--- config.mk ---
export PLATFORM = sky130hd
export DESIGN_NAME = mon_readout
export DESIGN_NICKNAME = d
export VERILOG_FILES = /design/src/rtl/mon_readout.sv
export SDC_FILE = /design/constraint.sdc
export NUM_CORES = 1
export LEC_CHECK = 0
export ABC_AREA = 1
export BUFFER_PORTS_ARGS = -buffer_cell sky130_fd_sc_hd__buf_4
export CAP_MARGIN = 20
export CORE_ASPECT_RATIO = 0.7
export CORE_MARGIN = 10
export CORE_UTILIZATION = 48
export CTS_BUF_LIST = sky130_fd_sc_hd__clkbuf_8
export CTS_CLUSTER_DIAMETER = 50
export DETAILED_ROUTE_END_ITERATION = 8
export GPL_TIMING_DRIVEN = 0
export PLACE_DENSITY_LB_ADDON = 0.08
export SETUP_SLACK_MARGIN = 0.05
export SLEW_MARGIN = 5
export SYNTH_ARGS = -nofsm -noshare
export SYNTH_HDL_FRONTEND = slang
export SYNTH_SLANG_ARGS = --single-unit
--- constraint.sdc ---
create_clock -name clk -period 6.35 [get_ports clk]
set_clock_uncertainty 0.15 [all_clocks]
set_input_delay 0.9525 -clock clk [delete_from_list [all_inputs] [get_ports clk]]
set_output_delay 0.9525 -clock clk [all_outputs]
set_load 0.02 [all_outputs]
--- src/rtl/mon_readout.sv ---
module mon_readout #(
  parameter int NCH = 4,
  parameter int TW  = 12,
  parameter int WW  = 16
) (
  input  logic              clk,
  input  logic              rst_n,
  input  logic [1:0]        cfg_sel,
  input  logic [1:0]        cfg_last,
  input  logic              cfg_diff,
  input  logic [2:0]        cfg_speed,
  input  logic              cfg_irq_en,
  input  logic [NCH*TW-1:0] thr_up,
  input  logic [NCH*TW-1:0] thr_lo,
  input  logic [WW-1:0]     alarm_word,
  input  logic [NCH*WW-1:0] fault_words,
  input  logic              res_we,
  input  logic [1:0]        res_slot,
  input  logic [WW-1:0]     res_data,
  input  logic              byte_req,
  input  logic              rd_end,
  output logic [7:0]        byte_out,
  output logic              byte_vld
);
  localparam int IW = 5;

  logic [WW-1:0] cur [NCH];
  logic          active;
  logic [IW-1:0] idx;

  wire          rb      = (cfg_sel == 2'b11);
  wire          frz     = active && !rb;
  wire [2:0]    nconv   = cfg_diff ? {2'b0, cfg_last[1]} + 3'd1 : {1'b0, cfg_last} + 3'd1;
  wire [IW-1:0] n5      = {2'b0, nconv};
  wire [IW-1:0] flt_end = 5'd2 + (n5 << 1);
  wire [IW-1:0] cur_end = 5'd2 + (n5 << 2);
  wire [IW-1:0] rb_end  = 5'd1 + n5 * 5'd3;
  wire [IW-1:0] last_ix = rb ? rb_end - 5'd1 : cur_end - 5'd1;
  wire [IW-1:0] wrap_ix = rb ? 5'd0 : flt_end;
  wire [IW-1:0] nxt_ix  = (idx == last_ix) ? wrap_ix : idx + 5'd1;
  wire          take    = byte_req && !rd_end;

  logic [7:0]    sel;
  logic [WW-1:0] word;
  logic [IW-1:0] j, q3, r3, d;
  logic [1:0]    ch;
  logic [2*TW-1:0] tset;

  always_comb begin
    sel  = '0;
    word = '0;
    j    = idx - 5'd1;
    q3   = j / 5'd3;
    r3   = j - q3 * 5'd3;
    d    = '0;
    ch   = cfg_diff ? {q3[0], 1'b0} : q3[1:0];
    tset = {thr_up[ch*TW +: TW], thr_lo[ch*TW +: TW]};
    if (rb) begin
      if (idx == 5'd0)      sel = {4'hF, cfg_speed, cfg_irq_en};
      else if (r3 == 5'd0)  sel = tset[23:16];
      else if (r3 == 5'd1)  sel = tset[15:8];
      else                  sel = tset[7:0];
    end else begin
      if (idx < 5'd2) begin
        word = alarm_word;
      end else if (idx < flt_end) begin
        d    = idx - 5'd2;
        word = fault_words[d[2:1]*WW +: WW];
      end else begin
        d    = idx - flt_end;
        word = cur[d[2:1]];
      end
      sel = idx[0] ? word[7:0] : word[15:8];
    end
  end

  always_ff @(posedge clk) begin
    if (!rst_n) begin
      idx      <= '0;
      active   <= 1'b0;
      byte_out <= '0;
      byte_vld <= 1'b0;
    end else if (rd_end) begin
      idx      <= '0;
      active   <= 1'b0;
      byte_vld <= 1'b0;
    end else if (byte_req) begin
      idx      <= nxt_ix;
      active   <= 1'b1;
      byte_out <= sel;
      byte_vld <= 1'b1;
    end else begin
      byte_vld <= 1'b0;
    end
  end

  always_ff @(posedge clk) begin
    if (!rst_n) begin
      for (int i = 0; i < NCH; i++) cur[i] <= '0;
    end else if (res_we && !frz) begin
      cur[res_slot] <= res_data;
    end
  end

  wire [NCH*WW-1:0] cur_all = {cur[3], cur[2], cur[1], cur[0]};

  AST_VLD_AFTER_REQ: assert property (@(posedge clk) disable iff (!rst_n)
    take |=> byte_vld);
  AST_NO_STRAY_VLD: assert property (@(posedge clk) disable iff (!rst_n)
    !take |=> !byte_vld);
  AST_FROZEN_RESULTS: assert property (@(posedge clk) disable iff (!rst_n)
    frz |=> $stable(cur_all));
  AST_END_RESTARTS: assert property (@(posedge clk) disable iff (!rst_n)
    rd_end |=> (idx == 5'd0) && !active);
  AST_FIRST_ALARM: assert property (@(posedge clk) disable iff (!rst_n)
    take && !active && !rb |=> byte_out == $past(alarm_word[15:8]));
  AST_RB_HEADER: assert property (@(posedge clk) disable iff (!rst_n)
    take && !active && rb |=> byte_out[7:4] == 4'hF);
  AST_IDX_RANGE: assert property (@(posedge clk) disable iff (!rst_n)
    idx <= last_ix);
endmodule

* Word level (Yosys, flattened, before mapping) *
Memories as Yosys holds them, arrays and structs flattened.
Cells that the tools add are included.

operators by class
  equality and inequality tests = 3
  add/subtract/negate cells = 12
  bitwise operators = 2
  muxes and demuxes = 20
  reduce and logical (&&, ||, !) cells = 9
  shifts and indexed selects = 3
  $lt $le $gt $ge = 2
  div/mod/pow operators = 1
  multiply operators = 3

operator list
  kind                 number
  $shiftx 48x7->12     2
  $shiftx 64x7->16     1
  $mux 16              3
  $mux 8               5
  $reduce_or 16->1     1
  $mux 5               3
  $sub 5x1->5 const B  3
  $logic_not 5->1      2
  $mux 1               6
  $add 1x5->5 const A  1
  $add 2x4->5 const A  1
  $add 2x5->5 const A  1
  $add 5x1->5 const B  1
  $div 5x2->5 const B  1
  $eq 5x1->1 const B   1
  $eq 5x5->1           1
  $lt 5x2->1 const B   1
  $lt 5x5->1           1
  $mul 3x2->5 const B  1
  $mul 5x2->5 const B  1
  $sub 5x5->5          1
  $mul 2x2->4 const B  1
  $mux 2               2
  $add 2x1->3 const B  1
  10 further kinds     13

word-level totals
  memories kept = 1
  flip-flop bits (word level) = 15
  memory bits (writable) = 64
  output and inout port bits = 9

memories
  memory  depth  bits a word  rd ports  clocked after Yosys merged registers in  wr ports  RTL line  source
  cur     4      16           1         0                                        4         27        logic [WW-1:0] cur [NCH];

* Logic depth before layout (Yosys ltp) *
Gate-level depths: netlist of run 1.

  depth after elaboration = 10
  gate-level depth with buffers = 37
  gate-level depth less buffers = 35

* Worst setup path before layout of run 1 *
Ideal clock, no wire load.

  path kind = reg2reg
  start point = register idx[1]
  end point = register byte_out[1]
  stages on the path, launching flop included = 34
  buffers on the path = 2
  arrival time = 5745 ps
  setup slack = 385 ps
  clock period less this slack = 5965 ps
  library setup time = 70 ps
  path through = dfxtp_1 -> clkbuf_1 -> clkinv_1 -> clkbuf_1 -> ha_1 -> xnor2_1 -> inv_2 -> ha_1 -> nand2_1 -> a21boi_0 -> nand2_1 -> and2_1 -> ha_1 -> a21oi_1 -> nand2_1 -> nor2_1 -> nand3_2 -> nand2_1 -> inv_1 -> ha_1 -> inv_1 -> ha_1 -> nand2_1 -> nor2_1 -> a211oi_1 -> or2_2 -> nand3_1 -> nor4_2 -> inv_1 -> nand3_1 -> nand3_1 -> nand2_1 -> nand2_1 -> a21oi_1

on the way
  cells in the longest elaborated chain, start to end = 9
  elaborated cells on any way between the ends = 24

RTL lines
  element                                         RTL line  source
  start, declared                                 29        logic [IW-1:0] idx;
  start signal, assigned                          88        idx <= nxt_ix;
  $sub 5x1->5                                     52        j = idx - 5'd1;
  $div 5x2->5                                     53        q3 = j / 5'd3;
  $mul 5x2->5 or $mux 2 (tied branches)           54, 56
  $sub 5x5->5 or $mul 2x2->4 (tied branches)      54, 57
  $eq 5x1->1 or $shiftx 48x7->12 (tied branches)  61, 57
  $mux 8                                          61        else if (r3 == 5'd1) sel = tset[15:8];
  $mux 8                                          60        else if (r3 == 5'd0) sel = tset[23:16];
  $mux 8                                          59        if (idx == 5'd0) sel = {4'hF, cfg_speed, cfg_irq_en};
  $mux 8 (*)                                      58        if (rb) begin
  end signal, assigned                            90        byte_out <= sel;
  end, declared                                   22        output logic [7:0] byte_out,

Mark *: on every way between the ends. The rest lies on a longest branch, timed or not.
A chain may end at the register's enable or synchronous reset.

* Final worst setup path of run 1 *
  start point = register idx[0]
  end point = register byte_out[3]

Same word-level chain as after synthesis.

==> results of run 1 <==
-- worst reg2reg max path: cells and delay by family (launching register included) --
kind / cells / cell delay [ns]
adder cells (fa/ha/maj): 5 / 1.26
flip-flops: 1 / 0.45
AO/OA/AOI/OAI: 4 / 0.52
AND/OR/NAND/NOR: 19 / 2.10
buffers and inverters: 9 / 1.27
-- metrics by stage --
stage          power (W)  setup WS, ns  utilization  setup TNS [ns]
3_3_place_gp     0.00151         -1.49        0.635          -11.55
2_1_floorplan    0.00122         0.385            -               0
5_1_grt          0.00215         0.103        0.663               0
6_report         0.00203         0.517        0.663               0
4_1_cts          0.00198        0.0606        0.659               0
3_5_place_dp     0.00153         -1.68        0.637          -13.07
-- area by class of cell --
type	count	area [um^2]
fillers	1270	4490
multi-input cells	652	3610
flip-flops and latches	79	2220
repair buffers	223	1680
inverters	149	564
plain buffers	56	299
well taps	185	231
clock buffers	9	124
clock inverters	6	85.1
-- power by group --
part	total [W]	switching [W]	internal, W
clock	0.000414	0.000196	0.000219
combinational	0.00101	0.000611	0.000399
sequential	0.000602	0.0000115	0.000590
total	0.00203	0.000818	0.00121
-- placed cells by master, fill, tap and decap left out, types with 14 or more instances in the layout --
cell type	instances
buf_4	224
nand2_1	168
inv_1	138
nor2_1	110
nand3_1	102
edfxtp_1	64
a21oi_1	61
nand4_1	49
o21ai_0	37
clkbuf_1	29
ha_1	20
a221oi_1	16
mux2i_1	16
o221ai_1	16
dfxtp_1	14
-- kinds of logic after synthesis --
logic type | Yosys count | share of synthesized area
DFF | 79 | 0.336
AOI/OAI and AO/OA | 151 | 0.140
and+or+nand+nor | 448 | 0.304
xor gates and xnor gates | 12 | 0.0159
buffers and inverters | 206 | 0.128
muxes | 16 | 0.0242
adders and majority gates | 25 | 0.0518
-- flip-flops by register name, summed over array words and instances, names as in the netlist --
name	cells
cur	64
active	1
byte_out	8
byte_vld	1
idx	5
-- path summary, 6_finish.rpt --
check | slack, ns | cells after the start | startpoint | to
hold / removal | 0.32 | 2 | active$_SDFFE_PP0P_ | active$_SDFFE_PP0P_
hold reg to reg | 0.32 | 2 | active$_SDFFE_PP0P_ | active$_SDFFE_PP0P_
setup reg to reg | 0.52 | 37 | idx[0]$_SDFFE_PP0P_ | byte_out[3]$_SDFFE_PN0P_
setup / recovery | 0.52 | 37 | idx[0]$_SDFFE_PP0P_ | byte_out[3]$_SDFFE_PN0P_
-- layer usage --
metal  vias to the layer above  wire (um)
li1                       3631          -
met1                      3535      11800
met2                       450      11100
met3                        44       2640
met4                         0        556
met5                         -          0
-- repair_timing --
action / 4_1_cts / 5_1_grt
buffers inserted: 5 / 1
pin swaps: 3 / 1
setup endpoints to repair: 8 / 8
resized for setup: 15 / 11
==> results.toml, run 1 <==
[global_route]
grt_pass1_vias = 7114
met1_usage = 0.371
grt_util_all_layers = 0.258
grt_pass1_wl_um = 39500
grt_max_degree = 23
grtUsageMet3 = 0.0593
busiest_layer = "met2"
antenna_found_initial = 0
use_met2 = 0.380
grt_overflow = 0

[flow_run]
maxCapViolCount = 0

[synthesis]
synth-seq-area-share = 0.336
synthTopCellsByCount = "nand2_1, inv_1, nor2_1"
syn_nets = 1170
synthFlopType = "edfxtp_1"
netlist_instances = 937
synth_seq_cells = 79
avgSynthCellArea_um2 = 7.06
yosys_warnings = 0
ys_types = 37
synth_area_leaders = "edfxtp_1, nand2_1, inv_1, nand3_1, nor2_1"
synth_top_area_share = 0.291
synthMostInstantiatedCell = "nand2_1"
synth_top_cell_by_area = "edfxtp_1"
async_flop_share = 0
synth_edf_count = 64
syn_area_um2 = 6610

[critical_path]
crit_slowest_cell = "dfxtp_2"
critPathLaunchType = "flop"
crit_type = "flop to flop"
crit_arrival_ns = 5.94
cp_common_cell = "nand2_1"
crit_path_max_incr_delay_ns = 0.45
crit_family = "simple AND/OR/NAND/NOR gates"
cp_max_fo = 10
crit_required_ns = 6.46
cp_num_buf_inv = 9
end_kind = "flop"

[cts]
clock_path_buffers = 2
clock_sinks = 79
clkTransAtPathRegs_ns = 0.09
cts_buffers = 9
root_buffer = "clkbuf_8"
tritoncts = "built"
hold_buffers = 0
clock_latency_ns = 0.37
h-tree-depth = 3

[place]
dp_cells = 1338
hpwl_um = 20500
post_dp_cell_area_um2 = 8480
io_buffers = 215
gp_congestion = 0.933

[floorplanning]
core_area_um2 = 13300
design.die.area_um2 = 18900
fp.dieW_um = 160
core.rowCount = 35
die_h_um = 118
ioPinCount = 217
start_util = 0.497

[sta]
fmax_mhz = 171
rsz0062_at_grt = "no"
setup_viol = 0
hold_ws_ns = 0.318
finalCriticalPeriod_ns = 5.83
tightest_slew_ns = 0.903
hold_viol = 0
slew_headroom = 0.397
finalMaxSlewViolations = 0
final.period_utilization = 0.919

[final_layout]
syn_to_final_growth_pct = 33.4
diodes = 0
drive_above_1_share = 0.248
nets = 1403
final_cell_area_um2 = 8820
fin_cells = 1359

[routing]
drc = 0
drt_iter0_markers = 828
vias_per_cell = 5.64
wl_per_cell_um = 19.2
ant_nets = 0
num_vias = 7660
first_pass_iters = 6
wirelength_um = 26100

[power]
p_leak_nw = 4.32
p_per_area_nw_per_um2 = 230
vdd.ir_drop.worst_mv = 0.300

[status]
status = "finished, final reports clean"

[worst_hold_path]
hp-class = "flop to flop"
Power figures use the tool's default switching activity.
==> run 2, diff against run 1 <==
--- a/config.mk
+++ b/config.mk
@@ -10,8 +10,7 @@
 export CAP_MARGIN = 20
 export CORE_ASPECT_RATIO = 0.7
 export CORE_MARGIN = 10
-export CORE_UTILIZATION = 48
-export CTS_BUF_LIST = sky130_fd_sc_hd__clkbuf_8
+export CORE_UTILIZATION = 47
 export CTS_CLUSTER_DIAMETER = 50
 export DETAILED_ROUTE_END_ITERATION = 8
 export GPL_TIMING_DRIVEN = 0
==> run 2 against run 1 <==
Via count decreased by 0.16%. Clock power rose by 33%. Critical path type unchanged. Largest power group unchanged. Largest cell class unchanged. Non-clock buffer count stayed put. Die area grew 1.8%. Setup slack got worse by 0.026 ns.
==> results.toml, run 2 (synthesis results as in run 1) <==
[final_layout]
final_cell_mix = "buf_4, nand2_1, inv_1"
syn_to_final_growth_pct = 35.2
largest_reg_flops = 64
drive_above_1_share = 0.250
fillerInstances = 1265
largest_register = "cur"
mostFrequentLayoutCell = "buf_4"
fin_cells = 1364
nets = 1403
diodes = 0
reg.largest.list = "cur: 64 flops, byte_out: 8 flops, idx: 5 flops"

[routing]
wl_per_cell_um = 19.0
drc = 0
first_pass_iters = 6
ant_nets = 0
num_vias = 7648
vias_per_cell = 5.61
wirelength_um = 26000
drt_iter0_markers = 765

[sta]
final.period_utilization = 0.923
setup_viol = 0
finalMaxSlewViolations = 0
tightest_slew_ns = 1.34
slew_headroom = 0.106
hold_viol = 0
finalCriticalPeriod_ns = 5.86
fmax_mhz = 171
setup_tns_ns = 0
hold_ws_ns = 0.306
rsz0062_at_grt = "no"

[global_route]
grt_pass1_vias = 7262
antenna_found_initial = 0
grt_max_degree = 17
grt_pass1_wl_um = 40000
grt_util_all_layers = 0.258
grt_overflow = 0

[critical_path]
reg2reg_slack_ns = 0.49
reg2reg_depth = 32
crit_required_ns = 6.47
critPathLaunchType = "flop"
end_kind = "flop"
reg2reg_from = "idx[0]$_SDFFE_PP0P_"
critPathCapture = "byte_out[4]$_SDFFE_PN0P_"
worstReg2RegEnd = "byte_out[4]$_SDFFE_PN0P_"
crit_arrival_ns = 5.98
crit_slowest_cell = "fa_1"
crit_path_max_incr_delay_ns = 0.45
cp_max_fo = 10
crit_type = "flop to flop"
cp_common_cell = "nand2_1"
crit_start = "idx[0]$_SDFFE_PP0P_"

[power]
p_leak_nw = 4.38
p_per_area_nw_per_um2 = 243
vdd.ir_drop.worst_mv = 0.264
finalPower_w = 0.00217

[place]
io_buffers = 215
hpwl_um = 20400
gp_congestion = 0.904
dp_cells = 1343

[cts]
h-tree-depth = 3
clkTransAtPathRegs_ns = 0.06
hold_buffers = 0
clock_latency_ns = 0.34
clock_path_buffers = 2
clock_sinks = 79
tritoncts = "built"
root_buffer = "clkbuf_16"
cts_buffers = 9

[floorplanning]
fp.dieW_um = 162
design.die.area_um2 = 19300
core_area_um2 = 13800
start_util = 0.478
core.rowCount = 36
die_h_um = 119
ioPinCount = 217

[worst_hold_path]
worstHoldStart = "active$_SDFFE_PP0P_"
hp-class = "flop to flop"

[flow_run]
maxCapViolCount = 0

[status]
status = "finished, final reports clean"
run 2: per-layer routing:
layer / vias up / routed length (um) / GRT usage
met3: 43 / 2660 / 0.0643
met4: 0 / 505 / 0.0646
met1: 3540 / 11600 / 0.356
li1: 3633 / - / -
met5: - / 0 / 0
met2: 432 / 11200 / 0.394
run 2: final cells by class:
class / instances / area (um^2) / area share
plain buffers: 57 / 320 / 0.0358
repair buffers: 222 / 1670 / 0.187
clock buffers: 9 / 225 / 0.0252
clock inverters: 6 / 85.1 / 0.00951
flip-flops and latches: 79 / 2220 / 0.249
inverters: 149 / 564 / 0.0631
multi-input cells: 652 / 3610 / 0.404
well taps: 190 / 238 / 0.0266
run 2: worst min-delay path by stage:
stage	slack, ns	depth (start not counted)	to
detailed placement	0.29	2	active$_SDFFE_PP0P_
global route	0.33	2	active$_SDFFE_PP0P_
finish	0.31	2	active$_SDFFE_PP0P_
CTS	0.30	2	active$_SDFFE_PP0P_
global placement	0.29	2	active$_SDFFE_PP0P_
floorplan	0.28	2	active$_SDFFE_PP0P_
run 2: what timing repair did:
action                                  in CTS  in global routing
buffers inserted                             4                  2
endpoints found under the setup margin       8                  8
pin swaps                                    2                  2
gates resized for setup                     21                 15
gates cloned                                 0                  0
run 2: power by group:
group	internal (W)	total [W]	switching (W)
clock	0.000341	0.000551	0.000210
sequential	0.000591	0.000603	0.0000116
combinational	0.000402	0.00102	0.000613
total	0.00134	0.00217	0.000834
run 2: stage by stage:
step | utilization | setup WS, ns | instance area (um^2)
after floorplan | - | 0.385 | 6610
after global placement | 0.612 | -1.38 | 8470
after detailed placement | 0.614 | -1.48 | 8480
after CTS | 0.643 | 0.0995 | 8890
after global routing | 0.647 | 0.0366 | 8940
final | 0.647 | 0.491 | 8940
run 2: critical path, delay by kind of cell, from the launching register on:
family / cells / cell delay, ns
adders and majority gates: 5 / 1.47
buffers and inverters: 9 / 1.25
and+or+nand+nor: 11 / 1.20
xor gates and xnor gates: 3 / 0.69
AOI/OAI and AO/OA: 4 / 0.61
DFF: 1 / 0.42
==> run 3, diff against run 2 <==
--- a/config.mk
+++ b/config.mk
@@ -10,8 +10,9 @@
 export CAP_MARGIN = 20
 export CORE_ASPECT_RATIO = 0.7
 export CORE_MARGIN = 10
-export CORE_UTILIZATION = 47
+export CORE_UTILIZATION = 45
 export CTS_CLUSTER_DIAMETER = 50
+export CTS_CLUSTER_SIZE = 8
 export DETAILED_ROUTE_END_ITERATION = 8
 export GPL_TIMING_DRIVEN = 0
 export PLACE_DENSITY_LB_ADDON = 0.08
==> run 3 against run 2 <==
Sequential share of layout area is essentially flat. Power shrank 1.8%. Flip-flop and latch count is the same. Via count grew 0.18%. Count of clock-buffer cells in the layout is the same. Largest cell class unchanged. Sequential power is essentially flat. Final cell count grew 0.15%. Utilization shrank 1.5 points. Highest routed layer unchanged. Setup slack lost 0.0031 ns. Final area shrank 0.11%. Critical path type unchanged. Non-clock buffer count grew 2.
==> results.toml, run 3 (synthesis results as in run 1) <==
[routing]
wirelength_um = 26600
ant_nets = 0
drc = 0
drt_iter0_markers = 853
first_pass_iters = 5
num_vias = 7662
wl_per_cell_um = 19.4
vias_per_cell = 5.61

[cts]
hold_buffers = 0
clock_path_buffers = 2
h-tree-depth = 3
root_buffer = "clkbuf_16"
clkTransAtPathRegs_ns = 0.06
tritoncts = "built"
clock_latency_ns = 0.34
clock_sinks = 79
cts_buffers = 9

[sta]
finalMaxSlewViolations = 0
rsz0062_at_grt = "no"
slew_headroom = 0.372
final.period_utilization = 0.923
finalCriticalPeriod_ns = 5.86
hold_viol = 0
fmax_mhz = 171
setup_tns_ns = 0
tightest_slew_ns = 0.940
setup_viol = 0

[global_route]
antenna_found_initial = 0
grt_overflow = 0
grt_max_degree = 23
grt_util_all_layers = 0.252
grt_pass1_wl_um = 39600
grt_pass1_vias = 7165

[final_layout]
final_cell_mix = "buf_4, nand2_1, inv_1"
nets = 1405
reg.largest.list = "cur: 64 flops, byte_out: 8 flops, idx: 5 flops"
drive_above_1_share = 0.251
mostFrequentLayoutCell = "buf_4"
seqCellArea_um2 = 2220
largest_register = "cur"
multiInputGateArea_um2 = 3620
diodes = 0
largest_reg_flops = 64
fillerInstances = 1333
syn_to_final_growth_pct = 35.1
fin_util = 0.632

[flow_run]
maxCapViolCount = 0

[power]
power_frac_seq = 0.283
p_per_area_nw_per_um2 = 239
swShare = 0.391
p_int_w = 0.00130
vdd.ir_drop.worst_mv = 0.320
p_switching_w = 0.000834
p_clk_frac = 0.236
p_leak_nw = 4.37
comb_power_share = 0.481

[critical_path]
crit_path_max_incr_delay_ns = 0.37
crit_family = "simple AND/OR/NAND/NOR gates"
critPathLaunchType = "flop"
end_kind = "flop"
crit_type = "flop to flop"
crit_slowest_cell = "dfxtp_2"
cp_common_cell = "nand2_1"
crit_arrival_ns = 5.99
cp_num_buf_inv = 9
cp_max_fo = 10
crit_required_ns = 6.47

[place]
hpwl_um = 20800
io_buffers = 215
gp_congestion = 0.937

[floorplanning]
start_util = 0.468
fp.dieW_um = 165
design.die.area_um2 = 20000
core_area_um2 = 14100
ioPinCount = 217
core.rowCount = 36
die_h_um = 121

[worst_hold_path]
hp-class = "flop to flop"

[status]
status = "finished, final reports clean"
## run 3: final timing paths
path,startpoint,end,slack (ns),cells past startpoint
max reg2reg,idx[0]$_SDFFE_PP0P_,byte_out[4]$_SDFFE_PN0P_,0.49,38
max,idx[0]$_SDFFE_PP0P_,byte_out[4]$_SDFFE_PN0P_,0.49,38
min,active$_SDFFE_PP0P_,active$_SDFFE_PP0P_,0.31,2
min reg2reg,active$_SDFFE_PP0P_,active$_SDFFE_PP0P_,0.31,2
## run 3: power by group through the flow
stage | Combinational, W | Sequential (W) | Clock, W
after floorplan | 0.000609 | 0.000615 | 0
after global placement | 0.000904 | 0.000613 | 0
after detailed placement | 0.000917 | 0.000613 | 0
after CTS | 0.000965 | 0.000602 | 0.000501
after global routing | 0.00113 | 0.000605 | 0.000529
final | 0.00103 | 0.000603 | 0.000504
## run 3: layout make-up
type	instances	share of cell area
buffer	56	0.0343
clock inverter	6	0.00700
inverter	149	0.0639
sequential	79	0.249
clock buffer	9	0.0252
tap	190	0.0266
multi-input combinational	652	0.405
timing repair buffer	225	0.189
## run 3: what timing repair did
item                       CTS  global route
setup buffers                5             3
resized for setup           14            17
setup endpoints to repair    8             8
pin swaps                    3             2
## run 3: worst min-delay path, stage by stage, from the launching register on
cell and delay, ns:
dfxtp_1 0.30, inv_1 0.06, a21oi_1 0.06
## run 3: per-layer routing
metal  share of wire  global-route usage  vias to the layer above
li1                -                   -                     3642
met1            0.42               0.356                     3520
met2            0.44               0.383                      474
met3            0.13              0.0692                       26
met4           0.011              0.0375                        0
met5               0                   0                        -
## run 3: stage by stage
| stage | power (W) | worst slack [ns] | hold slack (ns) | cells | area [um^2] |
|---|---|---|---|---|---|
| after floorplan | 0.00122 | 0.385 | 0.281 | 937 | 6610 |
| after global placement | 0.00152 | -1.52 | 0.294 | 1342 | 8470 |
| after detailed placement | 0.00153 | -1.64 | 0.304 | 1343 | 8480 |
| after CTS | 0.00207 | 0.0811 | 0.313 | 1362 | 8850 |
| after global routing | 0.00226 | 0.0540 | 0.342 | 1366 | 8930 |
| final | 0.00213 | 0.488 | 0.315 | 1366 | 8930 |
